$ cat config.mk
export PLATFORM = sky130hd
export DESIGN_NAME = hcrop_unit
export DESIGN_NICKNAME = d
export VERILOG_FILES = /design/src/rtl/hcrop_pkg.sv /design/src/rtl/hcrop_cfg_shadow.sv /design/src/rtl/hcrop_line_tracker.sv /design/src/rtl/hcrop_out_stage.sv /design/src/rtl/hcrop_unit.sv
export SDC_FILE = /design/constraint.sdc
export NUM_CORES = 1
export LEC_CHECK = 0
export BUFFER_PORTS_ARGS = -buffer_cell sky130_fd_sc_hd__clkbuf_2
export CAP_MARGIN = 40
export CORE_AREA = 2 2 135 150
export CTS_CLUSTER_DIAMETER = 200
export DETAILED_ROUTE_END_ITERATION = 16
export DIE_AREA = 0 0 137 152
export GPL_ROUTABILITY_DRIVEN = 0
export SYNTH_ARGS = -nofsm -noshare
export SYNTH_HDL_FRONTEND = slang
export SYNTH_HIERARCHICAL = 1
export SYNTH_SLANG_ARGS = --single-unit
$ cat constraint.sdc
create_clock -name clk -period 8.3 [get_ports clk]
set_input_delay 1.66 -clock clk [delete_from_list [all_inputs] [get_ports clk]]
set_output_delay 1.66 -clock clk [all_outputs]
set_load 0.05 [all_outputs]
$ cat src/rtl/hcrop_pkg.sv
// Shared types for the horizontal crop unit.
// Field width is fixed by the 16-bit halves of the configuration words.
package hcrop_pkg;
    localparam int FIELD_W = 16;
    localparam int REG_W   = 2 * FIELD_W;

    typedef struct packed {
        logic               bypass;
        logic [FIELD_W-1:0] w_m1;
        logic [FIELD_W-1:0] h_m1;
        logic [FIELD_W-1:0] left;
        logic [FIELD_W-1:0] right;
    } crop_cfg_t;
endpackage

$ cat src/rtl/hcrop_cfg_shadow.sv
// Configuration shadow: holds the configuration that governs the current
// frame. A frame starts after reset and after every accepted end-of-frame
// pixel. While at a frame start and not held, the programmed configuration
// is presented directly, so the first pixel already uses it. It is captured
// into the active register when that first pixel is accepted.
// Assumes every frame ends with an in_eof pixel.
module hcrop_cfg_shadow
    import hcrop_pkg::*;
(
    input  logic      clk,
    input  logic      rst_n,
    input  crop_cfg_t prog_cfg,
    input  logic      hold,
    input  logic      in_fire,
    input  logic      in_eof,
    output crop_cfg_t eff_cfg,
    output crop_cfg_t active_cfg,
    output logic      at_start
);
    logic load_now;

    // Frame-start load decision and effective configuration mux.
    always_comb begin
        load_now = at_start && !hold;
        eff_cfg  = load_now ? prog_cfg : active_cfg;
    end

    // Frame-start flag: set by reset and by an accepted end-of-frame pixel.
    always_ff @(posedge clk) begin
        if (!rst_n)
            at_start <= 1'b1;
        else if (in_fire)
            at_start <= in_eof;
    end

    // Active register: captured on the first accepted pixel of a frame.
    always_ff @(posedge clk) begin
        if (!rst_n) begin
            active_cfg        <= '0;
            active_cfg.bypass <= 1'b1;
        end else if (in_fire && at_start) begin
            active_cfg <= eff_cfg;
        end
    end
endmodule

$ cat src/rtl/hcrop_line_tracker.sv
// Line tracker: counts the column and line of each input pixel and decides
// whether it lies inside the window. It also marks the last kept pixel of a
// line and of a frame. The window's upper bound (exclusive) is w_m1 - right,
// which follows from the right field being encoded as remaining pixels - 1.
// Assumes input lines are delimited by in_eol and frames by in_eof.
module hcrop_line_tracker
    import hcrop_pkg::*;
(
    input  logic      clk,
    input  logic      rst_n,
    input  crop_cfg_t cfg,
    input  logic      in_fire,
    input  logic      in_eol,
    input  logic      in_eof,
    output logic      keep,
    output logic      mark_eol,
    output logic      mark_eof
);
    logic [FIELD_W-1:0] col;
    logic [FIELD_W-1:0] row;
    logic [FIELD_W-1:0] lim;
    logic               last_kept;

    // Window decision and marker regeneration for the current pixel.
    always_comb begin
        lim       = cfg.w_m1 - cfg.right;
        last_kept = (col == lim - 1'b1);
        if (cfg.bypass) begin
            keep     = 1'b1;
            mark_eol = in_eol;
            mark_eof = in_eof;
        end else begin
            keep     = (col >= cfg.left) && (col < lim);
            mark_eol = last_kept;
            mark_eof = last_kept && (row == cfg.h_m1);
        end
    end

    // Column counter: restarts after each accepted end-of-line pixel.
    always_ff @(posedge clk) begin
        if (!rst_n)
            col <= '0;
        else if (in_fire)
            col <= (in_eol || in_eof) ? '0 : col + 1'b1;
    end

    // Line counter: restarts after each accepted end-of-frame pixel.
    always_ff @(posedge clk) begin
        if (!rst_n)
            row <= '0;
        else if (in_fire) begin
            if (in_eof)
                row <= '0;
            else if (in_eol)
                row <= row + 1'b1;
        end
    end
endmodule

$ cat src/rtl/hcrop_out_stage.sv
// Output stage: one register slot for pixel, end-of-line and end-of-frame.
// Input is ready whenever the slot is empty or being drained. Dropped pixels
// are accepted through the same ready and simply not loaded.
module hcrop_out_stage #(
    parameter int PIX_W = 24
) (
    input  logic             clk,
    input  logic             rst_n,
    input  logic             in_valid,
    input  logic             keep,
    input  logic [PIX_W-1:0] pix,
    input  logic             mark_eol,
    input  logic             mark_eof,
    output logic             in_ready,
    output logic             out_valid,
    input  logic             out_ready,
    output logic [PIX_W-1:0] out_data,
    output logic             out_eol,
    output logic             out_eof
);
    logic take;

    // Ready when the slot can accept; load only pixels inside the window.
    always_comb begin
        in_ready = !out_valid || out_ready;
        take     = in_valid && in_ready && keep;
    end

    // Slot valid flag: filled on take, emptied on drain.
    always_ff @(posedge clk) begin
        if (!rst_n)
            out_valid <= 1'b0;
        else if (take)
            out_valid <= 1'b1;
        else if (out_ready)
            out_valid <= 1'b0;
    end

    // Slot payload: captured on take, held otherwise.
    always_ff @(posedge clk) begin
        if (!rst_n) begin
            out_data <= '0;
            out_eol  <= 1'b0;
            out_eof  <= 1'b0;
        end else if (take) begin
            out_data <= pix;
            out_eol  <= mark_eol;
            out_eof  <= mark_eof;
        end
    end
endmodule

$ cat src/rtl/hcrop_unit.sv
// Horizontal pixel crop unit top. Decodes the size and crop words, shadows
// them at frame start, tracks the pixel position and forwards only the
// pixels inside the window through a one-slot output register.
// Assumes the upstream line length matches the programmed source width.
module hcrop_unit
    import hcrop_pkg::*;
#(
    parameter int PIX_W = 24
) (
    input  logic             clk,
    input  logic             rst_n,
    input  logic             cfg_bypass,
    input  logic             cfg_hold,
    input  logic [REG_W-1:0] cfg_size,
    input  logic [REG_W-1:0] cfg_crop,
    input  logic             in_valid,
    output logic             in_ready,
    input  logic [PIX_W-1:0] in_data,
    input  logic             in_eol,
    input  logic             in_eof,
    output logic             out_valid,
    input  logic             out_ready,
    output logic [PIX_W-1:0] out_data,
    output logic             out_eol,
    output logic             out_eof
);
    localparam int HI_LSB = FIELD_W;

    crop_cfg_t prog_cfg;
    crop_cfg_t eff_cfg;
    crop_cfg_t active_cfg;
    logic      at_start;
    logic      in_fire;
    logic      keep;
    logic      mark_eol;
    logic      mark_eof;

    // Field decode of the configuration words and input handshake.
    always_comb begin
        prog_cfg.bypass = cfg_bypass;
        prog_cfg.w_m1   = cfg_size[REG_W-1:HI_LSB];
        prog_cfg.h_m1   = cfg_size[HI_LSB-1:0];
        prog_cfg.left   = cfg_crop[REG_W-1:HI_LSB];
        prog_cfg.right  = cfg_crop[HI_LSB-1:0];
        in_fire         = in_valid && in_ready;
    end

    hcrop_cfg_shadow u_shadow (
        .clk        (clk),
        .rst_n      (rst_n),
        .prog_cfg   (prog_cfg),
        .hold       (cfg_hold),
        .in_fire    (in_fire),
        .in_eof     (in_eof),
        .eff_cfg    (eff_cfg),
        .active_cfg (active_cfg),
        .at_start   (at_start)
    );

    hcrop_line_tracker u_track (
        .clk      (clk),
        .rst_n    (rst_n),
        .cfg      (eff_cfg),
        .in_fire  (in_fire),
        .in_eol   (in_eol),
        .in_eof   (in_eof),
        .keep     (keep),
        .mark_eol (mark_eol),
        .mark_eof (mark_eof)
    );

    hcrop_out_stage #(.PIX_W(PIX_W)) u_out (
        .clk       (clk),
        .rst_n     (rst_n),
        .in_valid  (in_valid),
        .keep      (keep),
        .pix       (in_data),
        .mark_eol  (mark_eol),
        .mark_eof  (mark_eof),
        .in_ready  (in_ready),
        .out_valid (out_valid),
        .out_ready (out_ready),
        .out_data  (out_data),
        .out_eol   (out_eol),
        .out_eof   (out_eof)
    );
endmodule

* After elaboration in Yosys (flattened, before gate mapping) *
Index checks and enable logic that the tools add are counted.

storage, ports and cells
  logic and storage cells = 42
  bits in registers = 125
  input port bits = 96
  output and inout bits = 28

operators by class
  multiplexer cells = 9
  reduce and logical (&&, ||, !) cells = 13
  magnitude comparators = 2
  add/sub/neg operators = 4
  equality and inequality tests = 2

operators with widths
  operator                                                              number
  65-bit 2-to-1 mux                                                     1
  16-bit 2-to-1 mux                                                     3
  16-bit by 1-bit adder with 16-bit output, second input constant       2
  16-bit == test                                                        2
  16-bit >= comparator                                                  1
  16-bit < comparator                                                   1
  16-bit by 1-bit subtractor with 16-bit output, second input constant  1
  16-bit subtractor                                                     1
  1-bit logical AND                                                     6
  1-bit 2-to-1 mux                                                      5
  2-bit nonzero test                                                    2
  1-bit zero test                                                       2
  1-bit logical OR                                                      2
  2-bit AND reduction                                                   1

* Depth between registers and ports, before layout *
  word-level depth = 9
  mapped depth = 24
  depth with buffers taken out = 20

* Hierarchy *
Netlist, hierarchy kept.

modules (own cells, without submodules)
  module              seq. area each (µm²)  cells each  area an instance (µm²)  times used
  hcrop_line_tracker  640.6                 491         3,981.3                 1
  hcrop_cfg_shadow    1,321.3               359         3,418.3                 1
  hcrop_out_stage     540.5                 118         1,122.3                 1
  hcrop_unit          0.0                   1           6.3                     1

* Least setup slack after synthesis *
OpenSTA, ideal clock, no wires.

  path kind = input to register
  from = in cfg_hold
  to = reg u_out.out_data[0]
  arrival time = 5.794 ns
  stages = 23
  required time = 8.228 ns
  path slack = 2.434 ns
  setup time = 0.072 ns
  path through = nor2b_1 > buf_4 > buf_6 > mux2_2 > inv_1 > ha_1 > and2_4 > a221oi_2 > a21oi_1 > o2111a_1 > a211oi_2 > inv_1 > ha_1 > a21o_1 > a21o_1 > a21oi_1 > o21ai_0 > o31ai_1 > nand2_2 > nor2b_4 > buf_12 > buf_12 > mux2i_1

RTL lines
  item                  RTL line               RTL
  start, declared       hcrop_unit.sv:13       input logic cfg_hold,
  end signal, assigned  hcrop_out_stage.sv:46  out_data <= pix;
  end, declared         hcrop_out_stage.sv:17  output logic [PIX_W-1:0] out_data,

==> impl_metrics.csv <==
group,metric,value,unit
global_routing,antenna_found_initial,0,
place,place_inst,1301,
timing,fmax,157,MHz
routing,drt_pre_antenna_iters,5,
pwr,leakage,4.41,nW
routing,ant_nets,0,
flow_run,maxCapViolations,0,
run_status,status,"finished clean",
setup_path,worstSetupPathType,"primary input to flop",
timing,finClkSkew,0.00927,ns
yosys,ys_ff_latch,125,
setup_path,path_buf_inv,3,
clocking,clk_latency,0.42,ns
floorplanning,die_w,137,um
global_routing,groute.usage.overall,0.190,
layout,final_core_util,0.507,
pwr,peakVddDrop,0.000140,V
clocking,cts_tree,"yes",
global_routing,grt-ovfl-total,0,
timing,worstMarginPinSlew,0.855,ns
global_routing,grt_start_max_net_pins,99,
routing,drt_iter0_drc,342,
setup_path,cp_top_family,"compound AO/OA/AOI/OAI gates",
clocking,cts_sinks,125,
timing,max_slew_margin,0.430,
layout,drive_above_1_share,0.244,
yosys,ys_warn_count,6,
yosys,async_flop_share,0,
setup_path,required,8.65,ns
setup_path,crit_fanout,18,
routing,vias,6818,
clocking,htree_levels,4,
floorplanning,io-pin-count,124,
clocking,cts-buffers-inserted,17,
place,dp_hpwl,14600,um
timing,slew_viol_final,0,
timing,setup_viol,0,
worst_hold_path,hold_path_class,"flop to flop",
setup_path,cp_cell_sequence,"clkbuf_2 -> nor2b_4 -> buf_4 -> mux2_2 -> ha_1 -> a211oi_2 -> o21bai_1 -> a21o_1 -> a211oi_2 -> o21bai_1 -> a21oi_1 -> xor2_1 -> ha_1 -> a21o_1 -> a21oi_1 -> o21ai_0 -> o31ai_1 -> nand2_2 -> nor2b_4 -> buf_16 -> mux2i_1",
routing,wl,19400,um
clocking,clock-root-buffer,"clkbuf_16",
clocking,cts_resized,0,
place,place_ws,1.57,ns
routing,route.detailed.drc,0,
routing,viasPerCell,5.11,
setup_path,start_kind,"primary input",
place,portBuffers,123,
global_routing,first_global_vias,6518,
yosys,synthCells,969,
floorplanning,initial_core_util,0.438,
layout,syn2layout_area_growth,15.6,%
yosys,synth.yosys.seq_area_share,0.293,
floorplanning,num_rows,54,
layout,fin_nets,1215,
yosys,synthTopCellsByArea,"dfxtp_1 (29%), mux2i_1 (11%), nand2_1 (9.3%), mux2_2 (8.6%), ha_1 (7.3%)",
setup_path,crit_arrival,6.71,ns
floorplanning,die_y,152,um
yosys,synth_area_leader_cell,"dfxtp_1",
floorplanning,core-area,0.0195,mm^2
yosys,ys.flop_type,"dfxtp_1",
layout,layout.cells.most_common,"nand2_1",
yosys,syn_avg_cell_area,8.80,um^2
layout,mostFrequentLayoutCells,"nand2_1 (212), dfxtp_1 (125), clkbuf_2 (122), mux2i_1 (92), mux2_2 (65)",
timing,finalWorstSetupSlack,1.94,ns
yosys,synth-edff-count,0,
clocking,cts_hold_buf,0,
pwr,powerDensity,205,mW/mm^2
yosys,mappedNetlistArea,0.00853,mm^2
floorplanning,die_area,0.0208,mm^2
clocking,cts_setup_buffers,0,
clocking,clk_pin_slew_worst_paths,0.06,ns
timing,setup_tns,0,ns
yosys,syn_nets,1116,
layout,diodes,0,
global_routing,grt_pass1_wl,31900,um
setup_path,critPathCaptureType,"flop",
timing,fin_crit,6.36,ns
setup_path,slowest_delay,0.44,ns
clocking,cts_max_path_buffers,2,
yosys,yosysTopAreaCellShare,0.293,
timing,finalHoldViolations,0,
layout,final_cells,1333,
yosys,ys_types,84,
setup_path,crit_slowest_cell,"ha_1",
timing,min_period_over_period,0.766,
timing,rsz0062_at_grt,"no",
routing,wl_per_cell,14.6,um
## path summary, 6_finish.rpt
check	start	endpoint	slack, ns	cells past startpoint
hold / removal	u_out/out_data[23]	u_out/out_data[23]	0.45	2
hold reg to reg	u_out/out_data[23]	u_out/out_data[23]	0.45	2
setup reg to reg	u_shadow/at_start	u_out/out_data[14]	2.83	20
setup / recovery	cfg_hold	u_out/out_data[14]	1.94	21
## where the power goes
part	internal [W]	total, W	switching [W]
Sequential	0.000628	0.000641	0.0000138
Clock	0.000508	0.000809	0.000301
Combinational	0.000235	0.000567	0.000332
Total	0.00137	0.00202	0.000646
## Yosys cell counts, types with 6 or more instances
| library cell | number |
|---|---|
| nand2_1 | 212 |
| dfxtp_1 | 125 |
| mux2i_1 | 92 |
| mux2_2 | 65 |
| ha_1 | 50 |
| inv_1 | 45 |
| nor2_1 | 43 |
| xor2_1 | 43 |
| clkbuf_1 | 24 |
| a21oi_1 | 23 |
| o21ai_0 | 19 |
| xnor2_1 | 19 |
| a21o_1 | 16 |
| nand3_1 | 14 |
| buf_6 | 11 |
| nand4_1 | 10 |
| buf_2 | 9 |
| nor3_1 | 9 |
| o21a_1 | 9 |
| and3_1 | 8 |
| and2_1 | 7 |
| nor2b_1 | 7 |
| nor4_1 | 7 |
| a211oi_2 | 6 |
| or3_1 | 6 |
## layer usage
layer,wire [um],GRT usage
met2,9400,0.322
met5,0,0
met4,320,0.0584
met1,9040,0.240
met3,675,0.0384
## worst min-delay path: stages (launching register included)
cell     delay, ns
dfxtp_1       0.31
nand2_1       0.05
mux2i_1       0.05
## cell type report
class,count,area [um^2]
fillers,1889,9600
multi-input cells,747,5520
flip-flops and latches,125,2500
repair buffers,130,707
clock buffers,17,425
well taps,252,315
clock inverters,15,213
inverters,47,178
## cell families (layout without fill, tap and decap cells)
logic type / Yosys count / in the layout / share of synthesized area
compound gates: 120 / 120 / 0.112
xor+xnor: 68 / 68 / 0.0760
fa+ha+maj: 51 / 51 / 0.0757
buf+inv: 97 / 209 / 0.0604
flops: 125 / 125 / 0.293
mux: 157 / 157 / 0.194
simple gates: 351 / 351 / 0.189
## sequential cells by signal (all words and copies together) (netlist names)
name                 flops
u_out/out_data          24
u_out/out_eof            1
u_out/out_eol            1
u_out/out_valid          1
u_shadow/active_cfg     65
u_shadow/at_start        1
u_track/col             16
u_track/row             16
## through the flow
step / total power (W) / instance area (um^2) / hold WS [ns]
global placement: 0.00121 / 9180 / 0.440
global route: 0.00213 / 9860 / 0.470
detailed placement: 0.00122 / 9220 / 0.446
finish: 0.00202 / 9860 / 0.453
floorplan: 0.00111 / 8530 / 0.432
CTS: 0.00204 / 9860 / 0.456
No activity file was read; power rests on OpenSTA's default activity.
